[src/rtl/dma_seq_pkg.sv]
package dma_seq_pkg;

  typedef enum logic [1:0] {
    SVC_SINGLE  = 2'b00,
    SVC_BLOCK   = 2'b01,
    SVC_DEMAND  = 2'b10,
    SVC_CASCADE = 2'b11
  } svc_mode_e;

  // Peripheral transfer: ST_T1..ST_T4 with ST_TW as ready wait.
  // Memory-to-memory: read ST_R1..ST_R4 (wait ST_RW), write ST_W1..ST_W4 (wait ST_WW).
  typedef enum logic [4:0] {
    ST_IDLE, ST_HOLD, ST_CASC,
    ST_T1, ST_T2, ST_T3, ST_TW, ST_T4,
    ST_R1, ST_R2, ST_R3, ST_RW, ST_R4,
    ST_W1, ST_W2, ST_W3, ST_WW, ST_W4
  } seq_state_e;

  typedef struct packed {
    logic hold_req;
    logic grant;
    logic bus_own;
    logic mem_rd;
    logic mem_wr;
    logic io_rd;
    logic io_wr;
    logic byte_done;
  } bus_ctl_t;

endpackage

[src/rtl/dma_ctl_latch.sv]
module dma_ctl_latch
  import dma_seq_pkg::*;
(
  input  logic       clk,
  input  logic       rst_n,
  input  logic       cap_en,
  input  logic [1:0] mode_in,
  input  logic       dir_in,
  input  logic       m2m_in,
  output svc_mode_e  mode_q,
  output logic       dir_q,
  output logic       m2m_q
);

  svc_mode_e mode_d;
  logic      dir_d;
  logic      m2m_d;

  always_comb begin
    mode_d = mode_q;
    dir_d  = dir_q;
    m2m_d  = m2m_q;
    if (cap_en) begin
      mode_d = svc_mode_e'(mode_in);
      dir_d  = dir_in;
      m2m_d  = m2m_in;
    end
  end

  always_ff @(posedge clk or negedge rst_n) begin
    if (!rst_n) begin
      mode_q <= SVC_SINGLE;
      dir_q  <= 1'b0;
      m2m_q  <= 1'b0;
    end else begin
      mode_q <= mode_d;
      dir_q  <= dir_d;
      m2m_q  <= m2m_d;
    end
  end

endmodule

[src/rtl/dma_seq_fsm.sv]
module dma_seq_fsm
  import dma_seq_pkg::*;
(
  input  logic       clk,
  input  logic       rst_n,
  input  logic       req_i,
  input  logic       ack_i,
  input  logic       rdy_i,
  input  logic       stop_i,
  input  svc_mode_e  mode_q,
  input  logic       m2m_q,
  output seq_state_e state_o,
  output logic       start_o,
  output logic       term_o
);

  seq_state_e cur, nxt;
  logic       last_state;

  assign last_state = (cur == ST_T4) || (cur == ST_W4);
  assign start_o    = (cur == ST_IDLE) && req_i;
  assign term_o     = last_state && stop_i;
  assign state_o    = cur;

  always_comb begin
    nxt = cur;
    unique case (cur)
      ST_IDLE: if (req_i) nxt = ST_HOLD;
      ST_HOLD: begin
        if (ack_i) begin
          if (mode_q == SVC_CASCADE) nxt = ST_CASC;
          else if (m2m_q)            nxt = ST_R1;
          else                       nxt = ST_T1;
        end
      end
      ST_CASC: if (!req_i) nxt = ST_IDLE;
      ST_T1:   nxt = ST_T2;
      ST_T2:   nxt = ST_T3;
      ST_T3:   nxt = rdy_i ? ST_T4 : ST_TW;
      ST_TW:   nxt = rdy_i ? ST_T4 : ST_TW;
      ST_T4: begin
        if (stop_i) nxt = ST_IDLE;
        else begin
          unique case (mode_q)
            SVC_SINGLE:  nxt = ST_IDLE;
            SVC_BLOCK:   nxt = ST_T1;
            SVC_DEMAND:  nxt = req_i ? ST_T1 : ST_IDLE;
            SVC_CASCADE: nxt = ST_IDLE;
            default:     nxt = ST_IDLE;
          endcase
        end
      end
      ST_R1:   nxt = ST_R2;
      ST_R2:   nxt = ST_R3;
      ST_R3:   nxt = rdy_i ? ST_R4 : ST_RW;
      ST_RW:   nxt = rdy_i ? ST_R4 : ST_RW;
      ST_R4:   nxt = ST_W1;
      ST_W1:   nxt = ST_W2;
      ST_W2:   nxt = ST_W3;
      ST_W3:   nxt = rdy_i ? ST_W4 : ST_WW;
      ST_WW:   nxt = rdy_i ? ST_W4 : ST_WW;
      ST_W4:   nxt = stop_i ? ST_IDLE : ST_R1;
      default: nxt = ST_IDLE;
    endcase
  end

  always_ff @(posedge clk or negedge rst_n) begin
    if (!rst_n) cur <= ST_IDLE;
    else        cur <= nxt;
  end

endmodule

[src/rtl/dma_strobe_dec.sv]
module dma_strobe_dec
  import dma_seq_pkg::*;
(
  input  seq_state_e state_i,
  input  logic       dir_q,
  output bus_ctl_t   ctl_o
);

  logic rd_phase, rw_phase;

  always_comb begin
    ctl_o    = '0;
    rd_phase = 1'b0;
    rw_phase = 1'b0;
    ctl_o.hold_req = (state_i != ST_IDLE);
    unique case (state_i)
      ST_CASC: ctl_o.grant = 1'b1;
      ST_T1, ST_T4: begin
        ctl_o.grant   = 1'b1;
        ctl_o.bus_own = 1'b1;
      end
      ST_T2: begin
        ctl_o.grant   = 1'b1;
        ctl_o.bus_own = 1'b1;
        rd_phase      = 1'b1;
      end
      ST_T3, ST_TW: begin
        ctl_o.grant   = 1'b1;
        ctl_o.bus_own = 1'b1;
        rd_phase      = 1'b1;
        rw_phase      = 1'b1;
      end
      ST_R1, ST_R4, ST_W1, ST_W4: ctl_o.bus_own = 1'b1;
      ST_R2, ST_R3, ST_RW: begin
        ctl_o.bus_own = 1'b1;
        ctl_o.mem_rd  = 1'b1;
      end
      ST_W2, ST_W3, ST_WW: begin
        ctl_o.bus_own = 1'b1;
        ctl_o.mem_wr  = 1'b1;
      end
      default: ;
    endcase
    if (rd_phase) begin
      if (dir_q) ctl_o.io_rd  = 1'b1;
      else       ctl_o.mem_rd = 1'b1;
    end
    if (rw_phase) begin
      if (dir_q) ctl_o.mem_wr = 1'b1;
      else       ctl_o.io_wr  = 1'b1;
    end
    ctl_o.byte_done = (state_i == ST_T4) || (state_i == ST_W4);
  end

endmodule

[src/rtl/dma_xfer_seq.sv]
module dma_xfer_seq
  import dma_seq_pkg::*;
(
  input  logic       clk,
  input  logic       rst_n,
  input  logic       periph_req_i,
  input  logic       hold_ack_i,
  input  logic       xfer_rdy_i,
  input  logic       end_req_i,
  input  logic       last_cnt_i,
  input  logic [1:0] mode_i,
  input  logic       dir_in_i,
  input  logic       m2m_i,
  output logic       hold_req_o,
  output logic       grant_o,
  output logic       bus_own_o,
  output logic       mem_rd_o,
  output logic       mem_wr_o,
  output logic       io_rd_o,
  output logic       io_wr_o,
  output logic       byte_done_o,
  output logic       term_o
);

  logic       rst_meta_n, rst_core_n;
  svc_mode_e  mode_q;
  logic       dir_q, m2m_q, start, stop;
  seq_state_e state;
  bus_ctl_t   ctl;

  // Asynchronous assertion, two-stage synchronous release.
  always_ff @(posedge clk or negedge rst_n) begin
    if (!rst_n) begin
      rst_meta_n <= 1'b0;
      rst_core_n <= 1'b0;
    end else begin
      rst_meta_n <= 1'b1;
      rst_core_n <= rst_meta_n;
    end
  end

  assign stop = last_cnt_i | end_req_i;

  dma_ctl_latch u_latch (
    .clk     (clk),
    .rst_n   (rst_core_n),
    .cap_en  (start),
    .mode_in (mode_i),
    .dir_in  (dir_in_i),
    .m2m_in  (m2m_i),
    .mode_q  (mode_q),
    .dir_q   (dir_q),
    .m2m_q   (m2m_q)
  );

  dma_seq_fsm u_fsm (
    .clk     (clk),
    .rst_n   (rst_core_n),
    .req_i   (periph_req_i),
    .ack_i   (hold_ack_i),
    .rdy_i   (xfer_rdy_i),
    .stop_i  (stop),
    .mode_q  (mode_q),
    .m2m_q   (m2m_q),
    .state_o (state),
    .start_o (start),
    .term_o  (term_o)
  );

  dma_strobe_dec u_dec (
    .state_i (state),
    .dir_q   (dir_q),
    .ctl_o   (ctl)
  );

  assign hold_req_o  = ctl.hold_req;
  assign grant_o     = ctl.grant;
  assign bus_own_o   = ctl.bus_own;
  assign mem_rd_o    = ctl.mem_rd;
  assign mem_wr_o    = ctl.mem_wr;
  assign io_rd_o     = ctl.io_rd;
  assign io_wr_o     = ctl.io_wr;
  assign byte_done_o = ctl.byte_done;

endmodule

[config.mk]
export PLATFORM = sky130hd
export DESIGN_NAME = dma_xfer_seq
export DESIGN_NICKNAME = d
export VERILOG_FILES = /design/src/rtl/dma_seq_pkg.sv /design/src/rtl/dma_ctl_latch.sv /design/src/rtl/dma_seq_fsm.sv /design/src/rtl/dma_strobe_dec.sv /design/src/rtl/dma_xfer_seq.sv
export SDC_FILE = /design/constraint.sdc
export NUM_CORES = 1
export LEC_CHECK = 0
export CAP_MARGIN = 15
export CORE_MARGIN = 2
export CORE_UTILIZATION = 45
export CTS_BUF_LIST = sky130_fd_sc_hd__clkbuf_4 sky130_fd_sc_hd__clkbuf_8 sky130_fd_sc_hd__clkbuf_16
export DETAILED_ROUTE_END_ITERATION = 8
export GPL_ROUTABILITY_DRIVEN = 1
export PLACE_DENSITY = 0.71
export RECOVER_POWER = 25
export SYNTH_ARGS = -nofsm -noshare
export SYNTH_HDL_FRONTEND = slang
export SYNTH_HIERARCHICAL = 1
export SYNTH_SLANG_ARGS = --single-unit
[constraint.sdc]
create_clock -name clk -period 1.95 [get_ports clk]
set_input_delay 0.39 -clock clk [delete_from_list [all_inputs] [get_ports clk]]
set_output_delay 0.39 -clock clk [all_outputs]
set_load 0.1 [all_outputs]
Yosys cells after proc, flatten, opt, wreduce, memory -nomap -nowiden
Cells that the tools add are included.
Storage, ports and cells
  word-level logic and storage cells: 73
  output and inout port bits: 9
  bits in latches: 0
  input port bits: 11
  memory bits (writable): 0
  memories: 0
  memory bits (read-only): 0
  register bits: 11
Cells by class
  div/mod/pow operators: 0
  $add $sub $neg: 0
  equal/unequal tests: 23
  reduce and logical (&&, ||, !) cells: 16
  shifts and indexed selects: 0
  mux-type cells: 27
  bitwise operators: 1
  $lt $le $gt $ge: 0
  $mul: 0
Operators with widths (number)
  $pmux 5 s15: 1
  $eq 5x4->1 const B: 8
  $mux 5: 5
  $eq 5x3->1 const B: 4
  $mux 1: 16
  $pmux 5 s3: 1
  $reduce_or 15->1: 1
  $eq 5x2->1 const B: 2
  $eq 5x5->1 const B: 2
  $reduce_or 3->1: 3
  $mux 4: 2
  $reduce_or 2->1: 4
  $ne 2x2->1 const B: 3
  $reduce_or 6->1: 1
  $eq 5x1->1 const B: 1
  $logic_not 5->1: 1
  $reduce_bool 5->1: 1
  $eq 2x2->1 const B: 2
  $mux 3: 1
  $reduce_and 3->1: 1
  $eq 2x1->1 const B: 1
  $logic_and 1x1->1: 2
  $logic_not 2->1: 1
  $mux 2: 1
  other kinds (2): 2

Longest topological paths before layout
Gate-level depths: netlist (run 1).
  depth after elaboration: 5
  gate-level depth with buffers: 6
  mapped depth without buffers: 6

Cells and area by module
Netlist (run 1), hierarchy kept.
By module, submodules not included
  dma_seq_fsm: area each 505.5 µm², times used 1, cells each 62, sequential area each 125.1 µm²
  dma_strobe_dec: area each 202.7 µm², times used 1, cells each 31, sequential area each 0.0 µm²
  dma_ctl_latch: area each 145.1 µm², times used 1, cells each 8, sequential area each 100.1 µm²
  dma_xfer_seq: area each 60.1 µm², times used 1, cells each 4, sequential area each 50.0 µm²

Worst setup path before layout (run 1)
OpenSTA, ideal clock, no wires.
  path kind: flip-flop to output port
  start point: register u_fsm.cur[1], in the netlist u_fsm/state_o[1]
  end point: output byte_done_o
  data required time: 1.560 ns
  stages on the path, launching flop included: 5
  slack: -1.466 ns
  buffers on the path: 1
  arrival: 3.026 ns
  cell sequence: dfrtp_1 buf_4 nor2_2 nand2_1 a211oi_1
On the way
  longest elaborated chain between the ends: 2
  elaborated cells on any way between the ends: 3
  classes of those cells: eq/ne (2); reduce/logical (1)
Ends and longest elaborated chain
  from (decl): line dma_seq_fsm.sv:17  | seq_state_e cur, nxt;
  from (signal assigned): line dma_seq_fsm.sv:69  | else cur <= nxt;
  $eq 5x3->1 / $eq 5x5->1 (equally long branches): line dma_strobe_dec.sv:52  | ctl_o.byte_done = (state_i == ST_T4) || (state_i == ST_W4);
  $logic_or 1x1->1 (*): line dma_strobe_dec.sv:52
  to (decl): line dma_xfer_seq.sv:21  | output logic byte_done_o,
Every way passes the cells marked *; elsewhere a longest branch is shown, timed or not.

Final worst setup path (run 1)
  start point: register u_fsm.cur[1], in the netlist u_fsm/state_o[1]
  end point: output mem_rd_o
On the way
  longest elaborated chain between the ends: 5
  elaborated cells on any way between the ends: 12
  classes of those cells: eq/ne (6); mux (4); reduce/logical (2)
Ends and longest elaborated chain
  $eq 5x4->1: line dma_strobe_dec.sv:16  | unique case (state_i)
  $reduce_or 3->1
  $mux 1: line dma_strobe_dec.sv:16
  $mux 1: line dma_strobe_dec.sv:45  | if (dir_q) ctl_o.io_rd = 1'b1;
  $mux 1 (*): line dma_strobe_dec.sv:44  | if (rd_phase) begin
  to (decl): line dma_xfer_seq.sv:17  | output logic mem_rd_o,
Marked as above.

==> summary.md, run 1 <==
| Metric | Value |
|---|---|
| RSZ-0062 raised after global routing | `true` |
| Max Cap Viol | `0` |
| # H-tree levels | `1` |
| DP HPWL | `1740 microns` |
| Reg2Reg Setup Slack | `30 ps` |
| Cell row count | `16` |
| Synth area leaders | `dfrtp_1, mux2_2, buf_6` |
| WP depth | `4` |
| Largest stage delay, worst path | `500 ps` |
| Outcome | `finished, final reports clean` |
| Critical Path Start Type | `flip-flop` |
| Worst Skew | `7.44 ps` |
| Metal-1 WL | `1100 microns` |
| Clk slew on worst S/H paths | `80 ps` |
| Total gr overflow | `0` |
| Post-Syn Area per Cell | `8.70 sq um` |
| Period minus WS final | `1930 ps` |
| Fmax | `519 MHz` |
| CTS tree | `done` |
| Hold Path Class | `flip-flop to async pin` |
| Kind of cell adding the most delay to the critical path | `flip-flops` |
| Via Count | `966` |
| Mapped cell area | `913 sq um` |
| All-Layer GR Usage | `21.2%` |
| Highest Signal Layer | `met4` |
| Clock tree buffer depth | `2` |
| Yosys reg bits | `11` |
| FILL cells | `146` |
| Final hold vios | `0` |
| Final wirelength | `2610 microns` |
| Warnings from Yosys | `6` |
| CP Buf/Inv Count | `2` |
| Synth cell count leaders | `dfrtp_1, inv_1, a21oi_1, nor2_1, nor3_1` |
| Port-buffer cells | `19` |
| Post-layout instance area | `1460 sq um` |
| Layout area overhead | `60.0%` |
| Slew @ Worst Pin | `529 ps` |
| Vias per inst | `5.85` |
| Synth async-reset ratio | `100%` |
| Ports | `20` |
| Register area share after synthesis | `30.1%` |
| Reg2reg path depth | `6` |
| Number of global-route vias before repair | `906` |
| Area of the core | `1940 sq um` |
| Top cell type's share of synthesized area | `30.1%` |
| Synth cell types | `45` |
| ANT cells | `0` |
| Post-DRT Antenna Nets | `0` |
| DIE AREA | `2410 sq um` |
| CTS root buffer | `clkbuf_4` |
| Setup Viol. Count Final | `0` |
| Post-synth EDFFs | `0` |
| Crit path max fanout | `10` |
| Wire per inst | `15.8 microns` |
| WP data required | `1560 ps` |
| TritonCTS Buffers | `3` |
| Most frequent cell after synthesis | `dfrtp_1` |
| DR WL met3 | `141 microns` |
| Largest net degree at the start of global routing | `16` |
| Clock latency on the worst-skew pair | `270 ps` |
| Met2 routed WL | `1310 microns` |
| Final Net Count | `152` |
| Max-slew violations | `0` |
| Slew HR | `64.4%` |
| Reg2Reg Launch Point | `u_latch/mode_q[0]` |
| Post-Layout Cell Count | `165` |
| First-pass GRT wire length | `3970 microns` |
| Main flop type after synthesis | `dfrtp_1` |
| Worst-path cell chain | `buf_4 -> o211ai_1 -> a21oi_4 -> buf_12` |
| Layout cells sized above 1 | `42.8%` |
| Critical Path Slowest Stage Cell | `dfrtp_2` |
| Syn Inst Count | `105` |
| Placed cell count | `152` |
| Reg-to-reg endpoint | `u_fsm/state_o[0]` |
| Routability congestion estimate | `0.952` |
| DRT iter0 DRCs | `30` |
| Num Clock Sinks | `11` |
| Syn nets | `118` |
| WS Path Type | `flip-flop to output pin` |
| Pre-antenna DRT Iters | `4` |
| Initial antenna violation count | `0` |
| Post-synth top area cell | `dfrtp_1` |
| Setup TNS | `0 ps` |
| Period utilisation layout | `98.9%` |
| CP arrival | `1540 ps` |
| DP Area | `1340 sq um` |
| Die height | `49.1 microns` |
| Initial core utilization | `47.0%` |
| CP endpoint kind | `output pin` |
| Die Wd | `49.1 microns` |
| Post-route DRC | `0` |
[registers in the layout, indices dropped and copies added (netlist names)]
signal / flops
u_fsm/state_o: 5
u_latch/mode_q: 2
rst_core_n: 1
rst_meta_n: 1
u_latch/dir_q: 1
u_latch/m2m_q: 1
[per-layer routing]
metal	vias up	GRT usage (%)
li1	450	-
met1	464	26.1
met2	42	37.0
met3	10	3.99
met4	0	7.62
met5	-	0
[how the worst max path moves through the flow]
stage,from,end,slack [ps]
6_report,u_fsm/state_o[1],mem_rd_o,20
5_1_grt,u_latch/mode_q[0],u_fsm/state_o[0],-40
4_1_cts,u_fsm/state_o[1],mem_rd_o,-30
3_5_place_dp,end_req_i,u_fsm/state_o[0],30
3_3_place_gp,end_req_i,u_fsm/state_o[0],110
2_1_floorplan,u_fsm/state_o[1],byte_done_o,-210
[timing repair]
| item | CTS | global route |
|---|---|---|
| hold buffers | 0 | 0 |
| gates resized for setup | 6 | 6 |
| setup buffers | 1 | 8 |
| gates cloned | 0 | 0 |
| pin swaps | 0 | 2 |
| endpoints found under the setup margin | 9 | 9 |
[cell type report]
class | count | area [sq um] | area share, %
flip-flops and latches | 11 | 282 | 19.3
well taps | 27 | 33.8 | 2.31
multi-input cells | 77 | 642 | 43.9
inverters | 7 | 30.0 | 2.05
repair buffers | 39 | 444 | 30.4
clock buffers | 4 | 30.0 | 2.05
[cells by family (layout without fill, tap and decap cells)]
logic type / after synthesis / count (layout) / share of synthesized area (%)
AND/OR/NAND/NOR: 35 / 35 / 22.9
buffers and inverters: 17 / 50 / 10.4
XOR/XNOR: 2 / 2 / 1.92
multiplexers: 5 / 5 / 6.16
other: 1 / 1 / 0.411
flip-flops: 11 / 11 / 30.1
AO/OA/AOI/OAI: 32 / 32 / 25.3
adder cells (fa/ha/maj): 2 / 2 / 2.74
[cell usage in the layout (no fill, tap or decap), types with 2 or more instances in the layout]
master and count:
a211oi_4 2, inv_1 6, a21boi_0 2, nand2b_1 3, a21oi_4 3, nor3_1 4
clkdlybuf4s50_1 9, nor2_1 6, o211ai_1 2, buf_4 17, xnor2_1 2, nor3_4 2
a31oi_1 3, mux2_2 5, o21ai_0 4, nand2_1 4, buf_12 10, clkbuf_4 4
a21oi_1 4, ha_1 2, dfrtp_2 5, nand3_1 2, dfrtp_1 6
[stage by stage]
| step | utilization (%) | hold WS, ps | setup slack [ps] |
|---|---|---|---|
| 6_report | 75.3 | 148 | 22.2 |
| 5_1_grt | 75.3 | 189 | -38.8 |
| 4_1_cts | 71.5 | 161 | -27.7 |
| 3_5_place_dp | 68.8 | 157 | 30.5 |
| 3_3_place_gp | 68.8 | 155 | 107 |
| 2_1_floorplan | - | 94.4 | -209 |
Power of run 1 is left out: the tool's default activity adds up to more than one toggle a clock period on the data nets, which glitch-free logic cannot reach.
==> run 2, diff against run 1 <==
CORE_MARGIN = 5   (was 2)
==> summary.md, run 2 (synthesis results as in run 1) <==
| Metric | Value |
|---|---|
| Port-buffer cells | `19` |
| Pre-antenna DRT Iters | `4` |
| Wire per inst | `19.0 microns` |
| Area of the core | `1940 sq um` |
| Met3 global-route usage | `3.49%` |
| Max-slew violations | `0` |
| Largest stage delay, worst path | `550 ps` |
| # H-tree levels | `1` |
| ANT cells | `0` |
| Period utilisation layout | `101%` |
| Largest net degree at the start of global routing | `18` |
| Setup TNS | `-49.9 ps` |
| Setup Viol. Count Final | `3` |
| Final hold slack | `164 ps` |
| Final hold vios | `0` |
| Met1 Track Usage GR | `25.9%` |
| TritonCTS Buffers | `3` |
| Final wirelength | `3190 microns` |
| Clock latency on the worst-skew pair | `280 ps` |
| Die Wd | `55.1 microns` |
| Reg2reg path depth | `6` |
| Most frequent cells in the layout | `buf_4, clkdlybuf4s50_1, buf_12, dfrtp_1` |
| Layout area overhead | `64.1%` |
| Fmax | `507 MHz` |
| WP data required | `1560 ps` |
| Number of global-route vias before repair | `983` |
| Reg2Reg Setup Slack | `-10 ps` |
| Largest register FFs | `5` |
| CP endpoint kind | `output pin` |
| CTS root buffer | `clkbuf_4` |
| Post-DRT Antenna Nets | `0` |
| Initial core utilization | `47.0%` |
| Layout cells sized above 1 | `46.8%` |
| Worst Skew | `1.83 ps` |
| Critical Path Start Type | `flip-flop` |
| Initial antenna violation count | `0` |
| Via Count | `1008` |
| RSZ-0062 raised after global routing | `true` |
| Total gr overflow | `0` |
| Die height | `55.1 microns` |
| CTS tree | `done` |
| WS Path Type | `flip-flop to output pin` |
| Ports | `20` |
| Final core occ | `77.2%` |
| Crit path max fanout | `8` |
| Clock tree buffer depth | `2` |
| Worst-path cell chain | `nor2_2 -> nand2_1 -> a211oi_4 -> buf_12` |
| Max Cap Viol | `0` |
| Hold Path Class | `flip-flop to async pin` |
| Outcome | `complete, but fails checks` |
| Reg2Reg Launch Point | `u_fsm/state_o[1]` |
| DRT iter0 DRCs | `57` |
| First-pass GRT wire length | `4600 microns` |
| Critical Path Slowest Stage Cell | `dfrtp_4` |
| DIE AREA | `3030 sq um` |
| Post-route DRC | `0` |
| Crit path from | `u_fsm/state_o[1]` |
| DP HPWL | `1880 microns` |
| Slew HR | `66.7%` |
| Worst Slack Setup Final | `-24.2 ps` |
| Num Clock Sinks | `11` |
| Final Net Count | `155` |
| Period minus WS final | `1970 ps` |
| Met2 Track Usage GR | `36.0%` |
| Routability congestion estimate | `0.835` |
| GR peak layer | `met2` |
| Reg-to-reg endpoint | `u_fsm/state_o[0]` |
| CP arrival | `1580 ps` |
| Worst setup endpoint | `byte_done_o` |
| Most common cell after layout, fill and taps aside | `buf_4` |
| Clk slew on worst S/H paths | `80 ps` |
| Violated checks | `setup timing` |
| Vias per inst | `6.00` |
| Slew @ Worst Pin | `494 ps` |
| All-Layer GR Usage | `21.2%` |
| Cell row count | `16` |
run 2: metrics by stage:
step,setup slack (ps),area [sq um],std cells
global placement,114,1320,152
finish,-24.2,1500,168
detailed placement,-16.4,1320,152
floorplan,-209,996,105
global route,-109,1500,168
CTS,-30.9,1400,159
run 2: repair_timing:
action / CTS / global route
gates resized for setup: 8 / 14
pin swaps: 0 / 2
endpoints found under the setup margin: 8 / 9
setup buffers: 3 / 9
hold buffers: 0 / 0
run 2: worst max-delay path: cells and delay by family (launching register included):
kind / cells / cell delay, ps
AOI/OAI and AO/OA: 1 / 270
and+or+nand+nor: 2 / 270
buffers and inverters: 1 / 210
DFF: 1 / 550
run 2: final cells by class:
class                   instances  area (sq um)
multi-input cells              77           656
clock buffers                   3          22.5
clock inverters                 1          5.00
flip-flops and latches         11           284
fillers                       131           443
inverters                       7          30.0
well taps                      27          33.8
repair buffers                 42           468
run 2: worst min path at each step:
stage / to
floorplan: rst_core_n
global placement: u_latch/dir_q
detailed placement: u_latch/mode_q[0]
CTS: u_latch/mode_q[1]
global route: u_latch/mode_q[0]
finish: u_latch/mode_q[1]
run 2: per-layer routing:
layer	share of wire, %	vias to the layer above	wire length, microns
li1	-	459	-
met1	39	486	1250
met2	52	51	1660
met3	5.7	12	181
met4	3.0	0	97
met5	0	-	0
Power of run 2 is left out for the same reason.
